$ cat config.mk
export PLATFORM = sky130hd
export DESIGN_NAME = ninebyte_packer
export DESIGN_NICKNAME = d
export VERILOG_FILES = /design/src/rtl/nbpack_pkg.sv /design/src/rtl/nbpack_collect.sv /design/src/rtl/nbpack_seq.sv /design/src/rtl/nbpack_mapper.sv /design/src/rtl/nbpack_ninth_addr.sv /design/src/rtl/ninebyte_packer.sv
export SDC_FILE = /design/constraint.sdc
export NUM_CORES = 1
export LEC_CHECK = 0
export BUFFER_PORTS_ARGS = -buffer_cell sky130_fd_sc_hd__buf_4
export CAP_MARGIN = 20
export CORE_MARGIN = 1
export CORE_UTILIZATION = 60
export CTS_BUF_LIST = sky130_fd_sc_hd__clkbuf_2
export CTS_CLUSTER_DIAMETER = 150
export DETAILED_ROUTE_END_ITERATION = 16
export PLACE_DENSITY_LB_ADDON = 0.25
export SYNTH_ARGS = -nofsm -noshare
export SYNTH_HDL_FRONTEND = slang
export SYNTH_SLANG_ARGS = --single-unit
export TNS_END_PERCENT = 10
$ cat constraint.sdc
create_clock -name clk -period 4.27 [get_ports clk]
set_input_delay 0.2135 -clock clk [delete_from_list [all_inputs] [get_ports clk]]
set_output_delay 0.2135 -clock clk [all_outputs]
set_load 0.01 [all_outputs]
$ cat src/rtl/nbpack_pkg.sv
package nbpack_pkg;

  localparam int BYTE_W           = 8;
  localparam int WORD_W           = 9;
  localparam int GROUP_BYTES      = 9;
  localparam int GROUP_WORDS      = 8;
  localparam int WORD_SEL_W       = $clog2(GROUP_WORDS);
  localparam int SLOT_W           = $clog2(GROUP_BYTES + 1);
  localparam int GROUP_BITS       = GROUP_BYTES * BYTE_W;
  localparam int BLOCK_WORDS      = 1024;
  localparam int GROUPS_PER_BLOCK = BLOCK_WORDS / GROUP_WORDS;
  localparam int BYTES_PER_BLOCK  = GROUPS_PER_BLOCK * GROUP_BYTES;

  typedef logic [BYTE_W-1:0]     byte_t;
  typedef logic [WORD_W-1:0]     word_t;
  typedef logic [GROUP_BITS-1:0] group_bytes_t;

  typedef enum logic [1:0] {
    SEQ_COLLECT = 2'd0,
    SEQ_EMIT    = 2'd1,
    SEQ_REJECT  = 2'd2
  } seq_state_e;

  // Slot 0 holds the first byte of a group (A) and slot 8 the last (I).
  function automatic byte_t slot_of(input group_bytes_t grp, input int idx);
    return grp[idx*BYTE_W +: BYTE_W];
  endfunction

  // Word k of a group: words 0..3 keep bits 4:0 of bytes A..D, and words
  // 4..7 keep bits 5:0 of bytes E..H. The upper bits of both halves are
  // spread over the spare tops of the other words.
  function automatic word_t build_word(input group_bytes_t grp, input int k);
    byte_t a_b, b_b, w_lo, w_hi;
    word_t w;
    if (k < GROUP_WORDS / 2) begin
      w_lo = slot_of(grp, k);
      case (k)
        0: begin
          a_b = slot_of(grp, 8);
          w   = {a_b[3:0], w_lo[4:0]};
        end
        1: begin
          a_b = slot_of(grp, 8);
          w   = {a_b[7:4], w_lo[4:0]};
        end
        2: begin
          a_b = slot_of(grp, 5);
          b_b = slot_of(grp, 4);
          w   = {a_b[7:6], b_b[7:6], w_lo[4:0]};
        end
        default: begin
          a_b = slot_of(grp, 7);
          b_b = slot_of(grp, 6);
          w   = {a_b[7:6], b_b[7:6], w_lo[4:0]};
        end
      endcase
    end else begin
      w_hi = slot_of(grp, k - GROUP_WORDS / 2);
      w_lo = slot_of(grp, k);
      w    = {w_hi[7:5], w_lo[5:0]};
    end
    return w;
  endfunction

endpackage

$ cat src/rtl/nbpack_collect.sv
module nbpack_collect
  import nbpack_pkg::*;
#(
  parameter int GIDX_W = 10
) (
  input  logic               clk,
  input  logic               rst_n,
  input  logic               in_valid,
  input  logic               ready_i,
  input  byte_t              in_byte,
  input  logic [GIDX_W-1:0]  in_group,
  output group_bytes_t       grp_o,
  output logic [GIDX_W-1:0]  group_o,
  output logic               last_o
);

  localparam logic [SLOT_W-1:0] LAST_SLOT = SLOT_W'(GROUP_BYTES - 1);

  logic              accept;
  logic [SLOT_W-1:0] slot_q, slot_d;
  logic [GIDX_W-1:0] group_q;
  logic              group_en;

  assign accept   = in_valid && ready_i;
  assign last_o   = accept && (slot_q == LAST_SLOT);
  assign group_en = accept && (slot_q == '0);

  always_comb begin
    slot_d = slot_q;
    if (accept) begin
      if (slot_q == LAST_SLOT) slot_d = '0;
      else                     slot_d = slot_q + 1'b1;
    end
  end

  always_ff @(posedge clk or negedge rst_n) begin
    if (!rst_n) slot_q <= '0;
    else        slot_q <= slot_d;
  end

  always_ff @(posedge clk or negedge rst_n) begin
    if (!rst_n)        group_q <= '0;
    else if (group_en) group_q <= in_group;
  end

  for (genvar s = 0; s < GROUP_BYTES; s++) begin : g_slot
    logic  en;
    byte_t data_q;
    assign en = accept && (slot_q == SLOT_W'(s));
    always_ff @(posedge clk or negedge rst_n) begin
      if (!rst_n)  data_q <= '0;
      else if (en) data_q <= in_byte;
    end
    assign grp_o[s*BYTE_W +: BYTE_W] = data_q;
  end

  assign group_o = group_q;

  // the slot count never leaves the nine positions of a group
  a_r2_slot_in_range: assert property (@(posedge clk) disable iff (!rst_n)
    slot_q <= LAST_SLOT);

  // with no byte offered the slot position holds
  a_r11_gap_holds_slot: assert property (@(posedge clk) disable iff (!rst_n)
    !in_valid |=> $stable(slot_q));

endmodule

$ cat src/rtl/nbpack_seq.sv
module nbpack_seq
  import nbpack_pkg::*;
#(
  parameter int GIDX_W = 10,
  parameter int GROUPS = 896
) (
  input  logic                  clk,
  input  logic                  rst_n,
  input  logic                  last_i,
  input  logic [GIDX_W-1:0]     group_i,
  output logic                  ready_o,
  output logic                  wr_en_o,
  output logic [WORD_SEL_W-1:0] k_o,
  output logic                  done_o,
  output logic                  err_o
);

  localparam logic [GIDX_W:0]         GROUP_LIMIT = (GIDX_W+1)'(GROUPS);
  localparam logic [WORD_SEL_W-1:0]   LAST_K      = WORD_SEL_W'(GROUP_WORDS - 1);

  seq_state_e            state_q, state_d;
  logic [WORD_SEL_W-1:0] k_q, k_d;
  logic                  group_ok;

  assign group_ok = ({1'b0, group_i} < GROUP_LIMIT);

  always_comb begin
    state_d = state_q;
    k_d     = k_q;
    case (state_q)
      SEQ_COLLECT: begin
        k_d = '0;
        if (last_i) state_d = group_ok ? SEQ_EMIT : SEQ_REJECT;
      end
      SEQ_EMIT: begin
        k_d = k_q + 1'b1;
        if (k_q == LAST_K) state_d = SEQ_COLLECT;
      end
      SEQ_REJECT: state_d = SEQ_COLLECT;
      default:    state_d = SEQ_COLLECT;
    endcase
  end

  always_ff @(posedge clk or negedge rst_n) begin
    if (!rst_n) begin
      state_q <= SEQ_COLLECT;
      k_q     <= '0;
    end else begin
      state_q <= state_d;
      k_q     <= k_d;
    end
  end

  assign ready_o = (state_q == SEQ_COLLECT);
  assign wr_en_o = (state_q == SEQ_EMIT);
  assign k_o     = k_q;
  assign done_o  = wr_en_o && (k_q == LAST_K);
  assign err_o   = (state_q == SEQ_REJECT);

  // intake stops on the clock after the last byte of a group
  a_r3_busy_after_last: assert property (@(posedge clk) disable iff (!rst_n)
    last_i |=> !ready_o);

  // an out-of-range group raises err and writes nothing
  a_r9_reject_no_write: assert property (@(posedge clk) disable iff (!rst_n)
    (last_i && !group_ok) |=> (err_o && !wr_en_o));

  // after the last word the block is idle and ready again
  a_r8_done_then_idle: assert property (@(posedge clk) disable iff (!rst_n)
    done_o |=> (ready_o && !wr_en_o && !done_o));

  // words advance one index per clock without gaps
  a_r4_k_advances: assert property (@(posedge clk) disable iff (!rst_n)
    (wr_en_o && !done_o) |=> (wr_en_o && k_o == $past(k_o) + 1'b1));

endmodule

$ cat src/rtl/nbpack_mapper.sv
module nbpack_mapper
  import nbpack_pkg::*;
(
  input  group_bytes_t          grp_i,
  input  logic [WORD_SEL_W-1:0] k_i,
  output word_t                 word_o
);

  word_t cand [GROUP_WORDS];

  for (genvar j = 0; j < GROUP_WORDS; j++) begin : g_word
    assign cand[j] = build_word(grp_i, j);
  end

  assign word_o = cand[k_i];

endmodule

$ cat src/rtl/nbpack_ninth_addr.sv
module nbpack_ninth_addr
  import nbpack_pkg::*;
#(
  parameter int NUM_BLOCKS = 7,
  parameter int GIDX_W     = 10,
  parameter int BADDR_W    = 13
) (
  input  logic [GIDX_W-1:0]  group_i,
  output logic [BADDR_W-1:0] addr_o
);

  localparam logic [BADDR_W-1:0] OVF_BASE = BADDR_W'(NUM_BLOCKS * BLOCK_WORDS);

  assign addr_o = OVF_BASE + BADDR_W'(group_i);

endmodule

$ cat src/rtl/ninebyte_packer.sv
module ninebyte_packer
  import nbpack_pkg::*;
#(
  parameter  int NUM_BLOCKS = 7,
  localparam int GIDX_W     = $clog2(NUM_BLOCKS * GROUPS_PER_BLOCK),
  localparam int WADDR_W    = GIDX_W + WORD_SEL_W,
  localparam int BADDR_W    = $clog2(NUM_BLOCKS * BYTES_PER_BLOCK)
) (
  input  logic               clk,
  input  logic               rst_n,
  input  logic               in_valid,
  output logic               in_ready,
  input  logic [7:0]         in_byte,
  input  logic [GIDX_W-1:0]  in_group,
  output logic               wr_en,
  output logic [WADDR_W-1:0] wr_addr,
  output logic [8:0]         wr_data,
  output logic               done,
  output logic               err,
  output logic [BADDR_W-1:0] ninth_addr
);

  localparam int GROUPS = NUM_BLOCKS * GROUPS_PER_BLOCK;

  group_bytes_t          grp;
  logic [GIDX_W-1:0]     group_q;
  logic                  last;
  logic [WORD_SEL_W-1:0] k;

  nbpack_collect #(.GIDX_W(GIDX_W)) u_collect (
    .clk      (clk),
    .rst_n    (rst_n),
    .in_valid (in_valid),
    .ready_i  (in_ready),
    .in_byte  (in_byte),
    .in_group (in_group),
    .grp_o    (grp),
    .group_o  (group_q),
    .last_o   (last)
  );

  nbpack_seq #(.GIDX_W(GIDX_W), .GROUPS(GROUPS)) u_seq (
    .clk     (clk),
    .rst_n   (rst_n),
    .last_i  (last),
    .group_i (group_q),
    .ready_o (in_ready),
    .wr_en_o (wr_en),
    .k_o     (k),
    .done_o  (done),
    .err_o   (err)
  );

  nbpack_mapper u_mapper (
    .grp_i  (grp),
    .k_i    (k),
    .word_o (wr_data)
  );

  nbpack_ninth_addr #(
    .NUM_BLOCKS (NUM_BLOCKS),
    .GIDX_W     (GIDX_W),
    .BADDR_W    (BADDR_W)
  ) u_ninth (
    .group_i (group_q),
    .addr_o  (ninth_addr)
  );

  assign wr_addr = {group_q, k};

  // done only accompanies the write of word 7
  a_r8_done_on_last_word: assert property (@(posedge clk) disable iff (!rst_n)
    done |-> (wr_en && wr_addr[WORD_SEL_W-1:0] == '1));

  // consecutive writes of a group go to consecutive addresses
  a_r4_addr_steps: assert property (@(posedge clk) disable iff (!rst_n)
    (wr_en && !done) |=> (wr_en && wr_addr == $past(wr_addr) + 1'b1));

  // err and a write never share a clock, and err lasts one clock
  a_r9_err_single: assert property (@(posedge clk) disable iff (!rst_n)
    err |-> (!wr_en && !in_ready) ##1 (!err && in_ready));

  // the overflow address holds while a group is written
  a_r10_ninth_stable: assert property (@(posedge clk) disable iff (!rst_n)
    (wr_en && !done) |=> $stable(ninth_addr));

endmodule

* Word-level counts from Yosys, hierarchy flattened
Cells that the tools add are included.
Widths: inputs -> output; s select.
** Cells by class
- Reduce and logical (&&, ||, !) cells :: 15
- $add $sub $neg :: 3
- $lt $le $gt $ge :: 2
- Bitwise logic cells :: 1
- Eq/ne operators :: 13
- Multiplexer cells :: 9
** Operators by type and width (number)
- $bmux 9 s3 :: 1
- $mux 9 :: 2
- $eq 4x3->1 const B :: 4
- $add 11x11->12 const A :: 1
- $logic_and 1x1->1 :: 11
- $lt 10x10->1 const B :: 1
- $eq 4x2->1 const B :: 2
- $mux 2 :: 3
- $pmux 3 s2 :: 1
- $add 4x1->4 const B :: 1
- $eq 4x1->1 const B :: 1
- $eq 4x4->1 const B :: 1
- $ge 4x4->1 const B :: 1
- $logic_not 4->1 :: 1
- $mux 4 :: 1
- $ne 2x2->1 const B :: 2
- $not 3->4 :: 1
- $pmux 2 s2 :: 1
- $add 3x1->3 const B :: 1
- $eq 3x3->1 const B :: 1
- $eq 2x1->1 const B :: 1
- $eq 2x2->1 const B :: 1
- $logic_not 2->1 :: 1
- $reduce_and 2->1 :: 1
- $reduce_bool 2->1 :: 1
** Storage, ports and cells
- Logic and storage cells :: 56
- Bits in registers :: 91

* Depth between registers and ports, before layout
Gate-level depths: netlist (run 1).
- Depth in word-level cells :: 5
- Gate-level depth with buffers :: 5
- Depth with buffers taken out :: 5

* By module
A second synthesis (run 1) with hierarchy kept.
** Second synthesis, totals
- Cells, all modules :: 273
- Area total of the unflattened synthesis :: 4342.9 um^2
** By module, submodules not included
- nbpack_collect :: area each 3384.5 um^2, cells each 207, instances 1, sequential area each 2152.1 um^2
- nbpack_mapper :: area each 618.1 um^2, cells each 32, instances 1, sequential area each 0.0 um^2
- nbpack_seq :: area each 239.0 um^2, cells each 20, instances 1, sequential area each 125.1 um^2
- nbpack_ninth_addr :: area each 101.3 um^2, cells each 14, instances 1, sequential area each 0.0 um^2

* Least setup slack after synthesis (run 1)
Ideal clock, no wire load.
- Path kind :: flip-flop to output port
- Start :: reg u_seq.k_q[2] (netlist: u_seq.k_o[2])
- End :: out wr_data[0]
- Setup slack :: 2.469 ns
- Buffers on the path :: 2
- Arrival :: 1.588 ns
- Stages on the path, launching flop included :: 5
- Cells stage by stage :: dfrtp_1 > buf_2 > buf_1 > mux4_2 > mux2_2
** On the way
- Longest elaborated chain between the ends :: 4
** Ends and longest elaborated chain
- start: declaration :: RTL line nbpack_seq.sv:22 : logic [WORD_SEL_W-1:0] k_q, k_d;
- start signal: assignment :: RTL line nbpack_seq.sv:50 : k_q <= k_d;
- $not 3->4 (not written as such) :: RTL line nbpack_mapper.sv:15 : assign word_o = cand[k_i];
- $bmux 9 s3 :: RTL line nbpack_mapper.sv:15
- $mux 9 (not written as such) (2 in series) :: RTL line nbpack_mapper.sv:15
- end: declaration :: RTL line ninebyte_packer.sv:17 : output logic [8:0] wr_data,
No other way between the ends. The select of a mux whose other input is x is not followed.

* Worst setup path after layout (run 1)
- Start :: reg u_seq.k_q[0] (netlist: u_seq.k_o[0])
- End :: out wr_data[5]
The elaborated chain is that of the path after synthesis.

==> metrics.md, run 1 <==
| Metric | Value |
|---|---|
| Gr usage total | 24.0% |
| Critical Path Start | u_seq.k_o[0] |
| Largest net degree at the start of global routing | 49 |
| Num CTS Buffers | 9 |
| Max Root-Sink Buffers | 2 |
| Crit end category | output pin |
| Htree depth | 3 |
| Filler cells | 471 |
| R2R setup slack | 2.30 ns |
| Layout cells sized above 1 | 55.1% |
| DRT Pass-1 Iters | 4 |
| Initial antenna violation count | 0 |
| Slowest stage delay, CP | 0.56 ns |
| Netlist cell types | 33 |
| Worst EP arrival | 2.40 ns |
| Clk root buf | clkbuf_2 |
| Final setup viols | 0 |
| LEAKAGE | 2.32 nW |
| Sequential cell area | 2280 um2 |
| Synth warn | 0 |
| Main synth FF type | dfrtp_1 |
| Row Count | 30 |
| CP Launch Type | register |
| R2R Path End | u_collect.g_slot[8].data_q[4] |
| Area Overhead vs Synth | 17.0% |
| Initial DRC Count | 93 |
| Avg WL per Cell | 18.3 um |
| DP HPWL | 5080 um |
| Crit share post-route | 61.1% |
| PD cells | 691 nW/um2 |
| Critical path's top delay family | multiplexers |
| Vias in the first global route | 2509 |
| Worst hold start | in_valid |
| Area post-placement | 4660 um2 |
| Clk_lat worst skew | 0.51 ns |
| Crit path max-delay cell type | mux4_2 |
| Capture point of the worst path | wr_data[5] |
| Flops & latches, synth | 91 |
| Stages on the worst setup path | 4 |
| Bufs and invs on worst path | 2 |
| Fmax achieved | 0.383 GHz |
| Most common cell on crit path | buf_4 |
| Global-route wire length before repair | 13100 um |
| Hold Buf Count CTS | 19 |
| CTS sink count | 91 |
| Post-synth EDFFs | 0 |
| Post-cts sizing count | 0 |
| Starting density of the core | 62.4% |
| Final WL | 8050 um |
| Port bufs | 56 |
| Die height | 86.3 um |
| Routed via count | 2507 |
| RSZ-0062 raised after global routing | no |
| Critical path cell sequence | buf_4, mux4_2, mux2_2, buf_4 |
| Actual slew at the worst max-slew pin | 0.985 ns |
| Die area | 7440 um2 |
| Final #Nets | 368 |
| Finished Layout Cells | 441 |
| Status | finished clean |
| Hold Vio Cnt, Final | 0 |
| Seq/Total Area, Yosys | 53.4% |
| I/O pin count | 60 |
| Max Cap Violations | 0 |
| Area occupied by multi-input gates | 1820 um2 |
| Worst Path Max Fanout | 18 |
| Vias/cell | 5.68 |
| GRT overflow | 0 |
| VDD IR-drop max | 0.396 mV |
| Hold_ws | 0.172 ns |
| Headroom to the max-slew limit | 34.3% |
| R2R cell count | 4 |
| Clock Skew | 0.0288 ns |
| Avg Cell Area, Syn | 15.4 um2 |
| Post-Synthesis Cells | 276 |
| Final setup TNS | 0 ns |
| Placed insts | 407 |
| Worst path required time | 4.06 ns |
| RePlAce Congestion | 0.747 |
| Clk pin slew, worst setup/hold paths | 0.23 ns |
| Reg2reg start | u_collect.slot_q[0] |
| Die width | 86.3 um |
| Residual DRC count | 0 |
| Setup Buffers After CTS | 0 |
| CTS tree | built |
| Async set-reset flop share out of synthesis | 100% |
| Hold Path Class | in2reg |
| Minimum clock period | 2.61 ns |
| # diodes | 0 |
| Setup CP Type | reg2out |
| Antenna viol nets, final | 0 |
| Core area | 6830 um2 |
| Max Transition Viols Final | 0 |
| Synthesized area | 4260 um2 |
| Final instance area | 4980 um2 |
## worst reg2reg max path, stage by stage, from the launching register on
cell and delay (ns):
dfrtp_1 0.49, inv_1 0.11, ha_1 0.25, and4_1 0.61, mux2_2 0.42
## flip-flops by register name, indices dropped and copies added, names as in the netlist
name / cells
u_collect.g_slot.data_q: 72
u_collect.group_o: 10
u_collect.slot_q: 4
u_seq.k_o: 3
u_seq.state_q: 2
## worst min-delay path by stage
stage,end,depth (start not counted)
after floorplan,u_collect.g_slot[0].data_q[0],0
after global placement,u_collect.slot_q[0],1
after detailed placement,u_collect.slot_q[0],1
after CTS,u_collect.slot_q[2],4
after global routing,u_collect.slot_q[2],4
final,u_collect.slot_q[2],4
## metal layers
metal	track usage (%)	wire length, um	vias up
met5	0	0	-
met4	10.2	170	0
met3	3.43	226	14
met2	36.9	3970	52
met1	35.0	3680	1306
li1	-	-	1135
## cells by family (layout without fill, tap and decap cells)
| group | count (synthesis) | after routing | share of synthesized area [%] |
|---|---|---|---|
| other | 1 | 3 | 0.0880 |
| muxes | 110 | 110 | 33.8 |
| DFF | 91 | 91 | 53.4 |
| buffers and inverters | 28 | 95 | 4.11 |
| and+or+nand+nor | 32 | 32 | 5.49 |
| AOI/OAI and AO/OA | 7 | 7 | 1.09 |
| xor gates and xnor gates | 1 | 1 | 0.206 |
| adders and majority gates | 6 | 6 | 1.76 |
## power breakdown
part	switching, mW	internal (mW)	total (mW)
Combinational	0.521	0.915	1.44
Clock	0.274	0.192	0.466
Sequential	0.310	1.23	1.54
Total	1.11	2.34	3.45
## final cells by class
cell class / count / share of cell area [%]
Tap cell: 96 / 2.41
Sequential cell: 91 / 45.7
Inverter: 3 / 0.226
Clock buffer: 9 / 0.904
Multi-Input combinational cell: 159 / 36.4
Clock inverter: 6 / 1.78
Timing Repair Buffer: 77 / 12.6
## cells in the final DEF, fill, tap and decap left out, types with 4 or more instances in the layout
cell type	instances
clkbuf_2	9
nand3_1	4
nand2_1	4
dlygate4sd3_1	19
mux4_2	18
mux2_2	91
ha_1	6
buf_4	58
dfrtp_1	91
## synthesized netlist by cell type (2+ instances only)
cell type | instances | share of area, %
nand4_2 | 2 | 0.59
dfrtp_1 | 91 | 53
mux4_2 | 18 | 9.5
nand3_1 | 4 | 0.47
buf_4 | 14 | 2.5
ha_1 | 6 | 1.8
mux2_2 | 91 | 24
inv_1 | 3 | 0.26
o21ai_0 | 3 | 0.35
and4_1 | 3 | 0.62
nand2_1 | 4 | 0.35
nor2b_1 | 3 | 0.44
buf_2 | 8 | 0.94
nor2_1 | 3 | 0.26
nand3_2 | 3 | 0.70
a21o_1 | 2 | 0.35
buf_1 | 2 | 0.18
## stage by stage
step	utilization [%]	setup slack (ns)	total power [mW]
after floorplan	-	2.47	2.51
after global placement	68.2	2.26	2.94
after detailed placement	68.2	2.21	3.00
after CTS	73.0	1.61	3.48
after global routing	73.0	1.50	3.66
final	73.0	1.66	3.45
Note: power is estimated with default switching activity, not from simulation.
==> inputs of run 2 (changes only) <==
Settings changed: CORE_UTILIZATION 60 to 54.
Clock period 4.27 ns to 2.2 ns, I/O delays scaled along.
==> run 2 against run 1 <==
Clock skew down 0.014 ns. Register-to-register slack worse by 2.0 ns. First-iteration DRC count up 48%. The flow now finishes with violations (setup timing). Critical path depth unchanged. Wire length up 9.7%.
==> metrics.md, run 2 (same netlist as run 1, synthesis figures left out) <==
| Metric | Value |
|---|---|
| Status | finished with violations (was finished clean) |
| Violated checks | setup timing |
| Residual DRC count | 0 (unchanged) |
| Commonest cells after routing, fill and taps aside | mux2_2, dfrtp_1, buf_4 (unchanged) |
| Max Cap Violations | 0 (unchanged) |
| Number of flip-flops in the largest register | 72 (unchanged) |
| Initial DRC Count | 138 (was 93) |
| Post-route setup slack | -0.0259 ns (was 1.66 ns) |
| Vias/cell | 5.61 (was 5.68) |
| RSZ-0062 raised after global routing | yes (was no) |
| GRT overflow | 0 (unchanged) |
| Critical path cell sequence | clkbuf_16, mux4_2, mux2_2, buf_4 (was buf_4, mux4_2, mux2_2, buf_4) |
| Fmax achieved | 0.449 GHz |
| RePlAce Congestion | 0.811 (was 0.747) |
| Hold Path Class | in2async (was in2reg) |
| CP Launch Type | register (unchanged) |
| Actual slew at the worst max-slew pin | 0.515 ns (was 0.985 ns) |
| Num CTS Buffers | 9 (unchanged) |
| Initial antenna violation count | 0 (unchanged) |
| CTS sink count | 91 (unchanged) |
| Routed via count | 2560 (was 2507) |
| # diodes | 0 (unchanged) |
| PD cells | 1370 nW/um2 (was 691 nW/um2) |
| Area post-placement | 4740 um2 (was 4660 um2) |
| LEAKAGE | 2.40 nW (was 2.32 nW) |
| Critical path's top delay family | multiplexers (unchanged) |
| Max Transition Viols Final | 0 (unchanged) |
| Die width | 90.8 um (was 86.3 um) |
| Clk_lat worst skew | 0.51 ns (about the same) |
| Crit end category | output pin (unchanged) |
| Gr usage total | 23.1% (was 24.0%) |
| Max Root-Sink Buffers | 2 (unchanged) |
| Headroom to the max-slew limit | 65.7% (was 34.3%) |
| Antenna viol nets, final | 0 (unchanged) |
| Die height | 90.8 um (was 86.3 um) |
| Worst Path Max Fanout | 9 (was 18) |
| I/O pin count | 60 (unchanged) |
| Minimum clock period | 2.23 ns |
| Port bufs | 56 (unchanged) |
| Slowest stage delay, CP | 0.50 ns (was 0.56 ns) |
| Hold Vio Cnt, Final | 0 (unchanged) |
| Clock Skew | 0.0148 ns (was 0.0288 ns) |
| DRT Pass-1 Iters | 5 (was 4) |
| Placed insts | 419 (was 407) |
| Worst path required time | 2.09 ns (was 4.06 ns) |
| Htree depth | 3 (unchanged) |
| Global-route wire length before repair | 14300 um (was 13100 um) |
| VDD IR-drop max | 0.729 mV (was 0.396 mV) |
| Starting density of the core | 55.4% (was 62.4%) |
| Bufs and invs on worst path | 2 (unchanged) |
| Layout cells sized above 1 | 56.8% (was 55.1%) |
| Largest net degree at the start of global routing | 40 (was 49) |
| Final instance area | 5130 um2 (was 4980 um2) |
| Final #Nets | 376 (was 368) |
| Worst EP arrival | 2.12 ns (was 2.40 ns) |
| Vias in the first global route | 2638 (was 2509) |
| R2R setup slack | 0.29 ns (was 2.30 ns) |
| Clk root buf | clkbuf_2 (unchanged) |
| Final core utilization | 66.8% (was 73.0%) |
| Crit path max-delay cell type | mux4_2 (unchanged) |
| Crit share post-route | 101% |
| Core area | 7690 um2 (was 6830 um2) |
| DP HPWL | 5470 um (was 5080 um) |
| Post-layout power | 7.04 mW (was 3.45 mW) |
| Avg WL per Cell | 19.4 um (was 18.3 um) |
| Die area | 8250 um2 (was 7440 um2) |
| Area Overhead vs Synth | 20.4% (was 17.0%) |
| Clk pin slew, worst setup/hold paths | 0.24 ns (was 0.23 ns) |
| Finished Layout Cells | 456 (was 441) |
| Final setup TNS | -0.123 ns (was 0 ns) |
| Final WL | 8840 um (was 8050 um) |
| Setup CP Type | reg2out (unchanged) |
| Final setup viols | 9 (was 0) |
| Row Count | 32 (was 30) |
| CTS tree | built (unchanged) |
| Largest register by flop count | u_collect.g_slot.data_q (unchanged) |
[run 2: routing by layer]
| metal | GRT usage [%] | part of all wire, % |
|---|---|---|
| met1 | 31.5 | 46 |
| met4 | 8.73 | 1.4 |
| met2 | 37.9 | 49 |
| met3 | 3.45 | 2.7 |
| met5 | 0 | 0 |
[run 2: path summary, 6_finish.rpt]
path                                                from                       endpoint  cells after the start
setup reg to reg                        u_seq.state_q[1]  u_collect.g_slot[8].data_q[4]                      3
setup / recovery                            u_seq.k_o[0]                     wr_data[0]                      4
max in group asynchronous                          rst_n  u_collect.g_slot[8].data_q[4]                      3
hold reg to reg            u_collect.g_slot[1].data_q[7]  u_collect.g_slot[1].data_q[7]                      1
hold / removal                                     rst_n  u_collect.g_slot[3].data_q[1]                      2
min in group clk                                in_valid            u_collect.slot_q[2]                      4
[run 2: what timing repair did]
action	4_1_cts	5_1_grt
gates resized for setup	4	2
pin swaps	0	0
endpoints found under the hold margin	173	0
gates cloned	0	1
hold buffers	19	0
buffers inserted	1	0
setup endpoints to repair	9	10
[run 2: metrics by stage]
| step | setup WS [ns] | hold slack, ns |
|---|---|---|
| after global placement | 0.420 | 0.121 |
| after floorplan | 0.502 | -0.186 |
| after CTS | -0.0517 | 0.0377 |
| after detailed placement | 0.365 | 0.121 |
| after global routing | -0.145 | 0.0220 |
| final | -0.0259 | 0.0701 |
[run 2: worst register-to-register path: cells and delay by family (launching register included)]
| family | cells | cell delay, ns |
|---|---|---|
| simple gates | 2 | 0.86 |
| flops | 1 | 0.56 |
| mux | 1 | 0.40 |
[run 2: final cells by class]
class	count	area [um2]
Clock buffer	10	50.0
Tap cell	102	128
Fill cell	599	2550
Sequential cell	91	2280
Inverter	3	11.3
Clock inverter	6	104
Multi-Input combinational cell	159	1820
Timing Repair Buffer	85	736
[run 2: report_power, final]
group / internal [mW] / switching (mW)
Combinational: 1.91 / 1.17
Clock: 0.488 / 0.548
Sequential: 2.40 / 0.528
==> inputs of run 3 (changes only) <==
Settings changed: SKIP_CTS_REPAIR_TIMING from default to 1.
==> run 3 against run 2 <==
The run still ends with setup timing left. Hold slack worse by 0.0014 ns. Clock skew grew 0.0030 ns. Global-route usage is 0.81 points lower. Critical path type unchanged. Via count fell by 0.51%. Design area fell by 0.78%. Largest cell class unchanged. Total power fell by 1.8%.
==> metrics.md, run 3 (same netlist as run 1, synthesis figures left out) <==
| Metric | Value |
|---|---|
| Critical path's top delay family | multiplexers (unchanged) |
| Post-route setup slack | -0.0208 ns (was -0.0259 ns) |
| Bufs and invs on worst path | 2 (unchanged) |
| Commonest cells after routing, fill and taps aside | mux2_2, dfrtp_1, buf_4 (unchanged) |
| Worst path required time | 2.09 ns (about the same) |
| Status | finished with violations (unchanged) |
| Largest register by flop count | u_collect.g_slot.data_q (unchanged) |
| DP HPWL | 5470 um (unchanged) |
| CP Launch Type | register (unchanged) |
| Worst Path Max Fanout | 18 (was 9) |
| Actual slew at the worst max-slew pin | 0.516 ns (was 0.515 ns) |
| Residual DRC count | 0 (unchanged) |
| Clk pin slew, worst setup/hold paths | 0.24 ns (about the same) |
| Area Overhead vs Synth | 19.5% (was 20.4%) |
| Reg2reg start | u_seq.state_q[1] (unchanged) |
| Htree depth | 3 (unchanged) |
| Antenna viol nets, final | 0 (unchanged) |
| Fmax achieved | 0.450 GHz (was 0.449 GHz) |
| Final #Nets | 375 (was 376) |
| Met2 GRT Util | 35.7% (was 37.9%) |
| Crit path max-delay cell type | mux4_2 (unchanged) |
| Worst EP arrival | 2.11 ns (was 2.12 ns) |
| Headroom to the max-slew limit | 65.6% (was 65.7%) |
| Hold Path Class | in2async (unchanged) |
| R2R setup slack | 0.30 ns (was 0.29 ns) |
| Met3 usage | 3.54% (was 3.45%) |
| Final setup viols | 7 (was 9) |
| RSZ-0062 raised after global routing | yes (unchanged) |
| Die height | 90.8 um (unchanged) |
| Routed via count | 2547 (was 2560) |
| Final WL | 8670 um (was 8840 um) |
| Row Count | 32 (unchanged) |
| Placed insts | 419 (unchanged) |
| GRT busiest layer | met2 (unchanged) |
| Clk_lat worst skew | 0.51 ns (about the same) |
| Largest net degree at the start of global routing | 40 (unchanged) |
| Initial DRC Count | 102 (was 138) |
| Slowest stage delay, CP | 0.52 ns (was 0.50 ns) |
| Most common library cell in the layout ignoring fill and taps | mux2_2 |
| R2R cell count | 3 (unchanged) |
| Crit share post-route | 101% (about the same) |
| Max Transition Viols Final | 0 (unchanged) |
| I/O pin count | 60 (unchanged) |
| CTS sink count | 91 (unchanged) |
| Final setup TNS | -0.0767 ns (was -0.123 ns) |
| LEAKAGE | 2.38 nW (was 2.40 nW) |
| Critical path cell sequence | buf_12, mux4_2, mux2_2, buf_4 (was clkbuf_16, mux4_2, mux2_2, buf_4) |
| Die width | 90.8 um (unchanged) |
| Hold Vio Cnt, Final | 0 (unchanged) |
| Vias in the first global route | 2518 (was 2638) |
| PD cells | 1360 nW/um2 (was 1370 nW/um2) |
| Num CTS Buffers | 9 (unchanged) |
| Global-route wire length before repair | 13800 um (was 14300 um) |
| Met1 GRT Util | 30.7% (was 31.5%) |
| Initial antenna violation count | 0 (unchanged) |
| Max Root-Sink Buffers | 2 (unchanged) |
| Finished Layout Cells | 455 (was 456) |
| Setup CP Type | reg2out (unchanged) |
| Area occupied by multi-input gates | 1820 um2 (about the same) |
| Minimum clock period | 2.22 ns (was 2.23 ns) |
| R2R Path End | u_collect.g_slot[8].data_q[4] (unchanged) |
| RePlAce Congestion | 0.811 (unchanged) |
| Vias/cell | 5.60 (was 5.61) |
| Layout cells sized above 1 | 56.7% (was 56.8%) |
| Violated checks | setup timing (unchanged) |
| DRT Pass-1 Iters | 4 (was 5) |
| GRT overflow | 0 (unchanged) |
| # diodes | 0 (unchanged) |
| Number of flip-flops in the largest register | 72 (unchanged) |
| Port bufs | 56 (unchanged) |
| CTS tree | built (unchanged) |
| Crit end category | output pin (unchanged) |
| Starting density of the core | 55.4% (unchanged) |
| VDD IR-drop max | 0.726 mV (was 0.729 mV) |
| Avg WL per Cell | 19.0 um (was 19.4 um) |
| Sequential cell area | 2280 um2 (unchanged) |
| Filler cells | 600 (was 599) |
| Max Cap Violations | 0 (unchanged) |
| Clock Skew | 0.0178 ns (was 0.0148 ns) |
| Final core utilization | 66.2% (was 66.8%) |
| Gr usage total | 22.3% (was 23.1%) |
| Core area | 7690 um2 (unchanged) |
| Clk root buf | clkbuf_2 (unchanged) |
| Die area | 8250 um2 (unchanged) |
[run 3: cell count changes in the layout (fill, tap and decap cells not counted), sizes merged]
| cell | change |
|---|---|
| clkbuf | -1 |
[run 3: worst max path at each step]
stage | depth (start not counted) | from | endpoint
final | 4 | u_seq.k_o[0] | wr_data[3]
after CTS | 4 | u_seq.k_o[0] | wr_data[3]
after floorplan | 4 | u_seq.k_o[2] | wr_data[0]
after global placement | 4 | u_collect.slot_q[0] | u_collect.g_slot[8].data_q[0]
after global routing | 4 | u_seq.k_o[0] | wr_data[8]
after detailed placement | 3 | u_seq.state_q[1] | u_collect.g_slot[8].data_q[2]
[run 3: through the flow]
stage | hold slack [ns] | area, um2 | power (mW) | worst slack (ns)
after floorplan | -0.186 | 4270 | 4.88 | 0.502
after global placement | 0.121 | 4740 | 5.78 | 0.420
after detailed placement | 0.121 | 4740 | 5.91 | 0.365
after CTS | -0.493 | 4890 | 6.93 | -0.183
after global routing | 0.0220 | 5090 | 7.32 | -0.150
final | 0.0687 | 5090 | 6.92 | -0.0208
[run 3: area by class of cell]
type | count | share of cell area, %
repair buffers | 84 | 13.8
clock inverters | 6 | 2.04
well taps | 102 | 2.51
flip-flops and latches | 91 | 44.8
multi-input cells | 159 | 35.7
clock buffers | 10 | 0.983
inverters | 3 | 0.221
[run 3: power by group]
group          switching [mW]  total [mW]  internal, mW
logic                    1.14        2.97          1.83
registers               0.511        2.91          2.40
clock network           0.548        1.04         0.488
[run 3: per-layer routing]
layer	vias up	part of all wire [%]
li1	1158	-
met1	1329	46
met2	48	50
met3	12	2.3
met4	0	1.7
met5	-	0
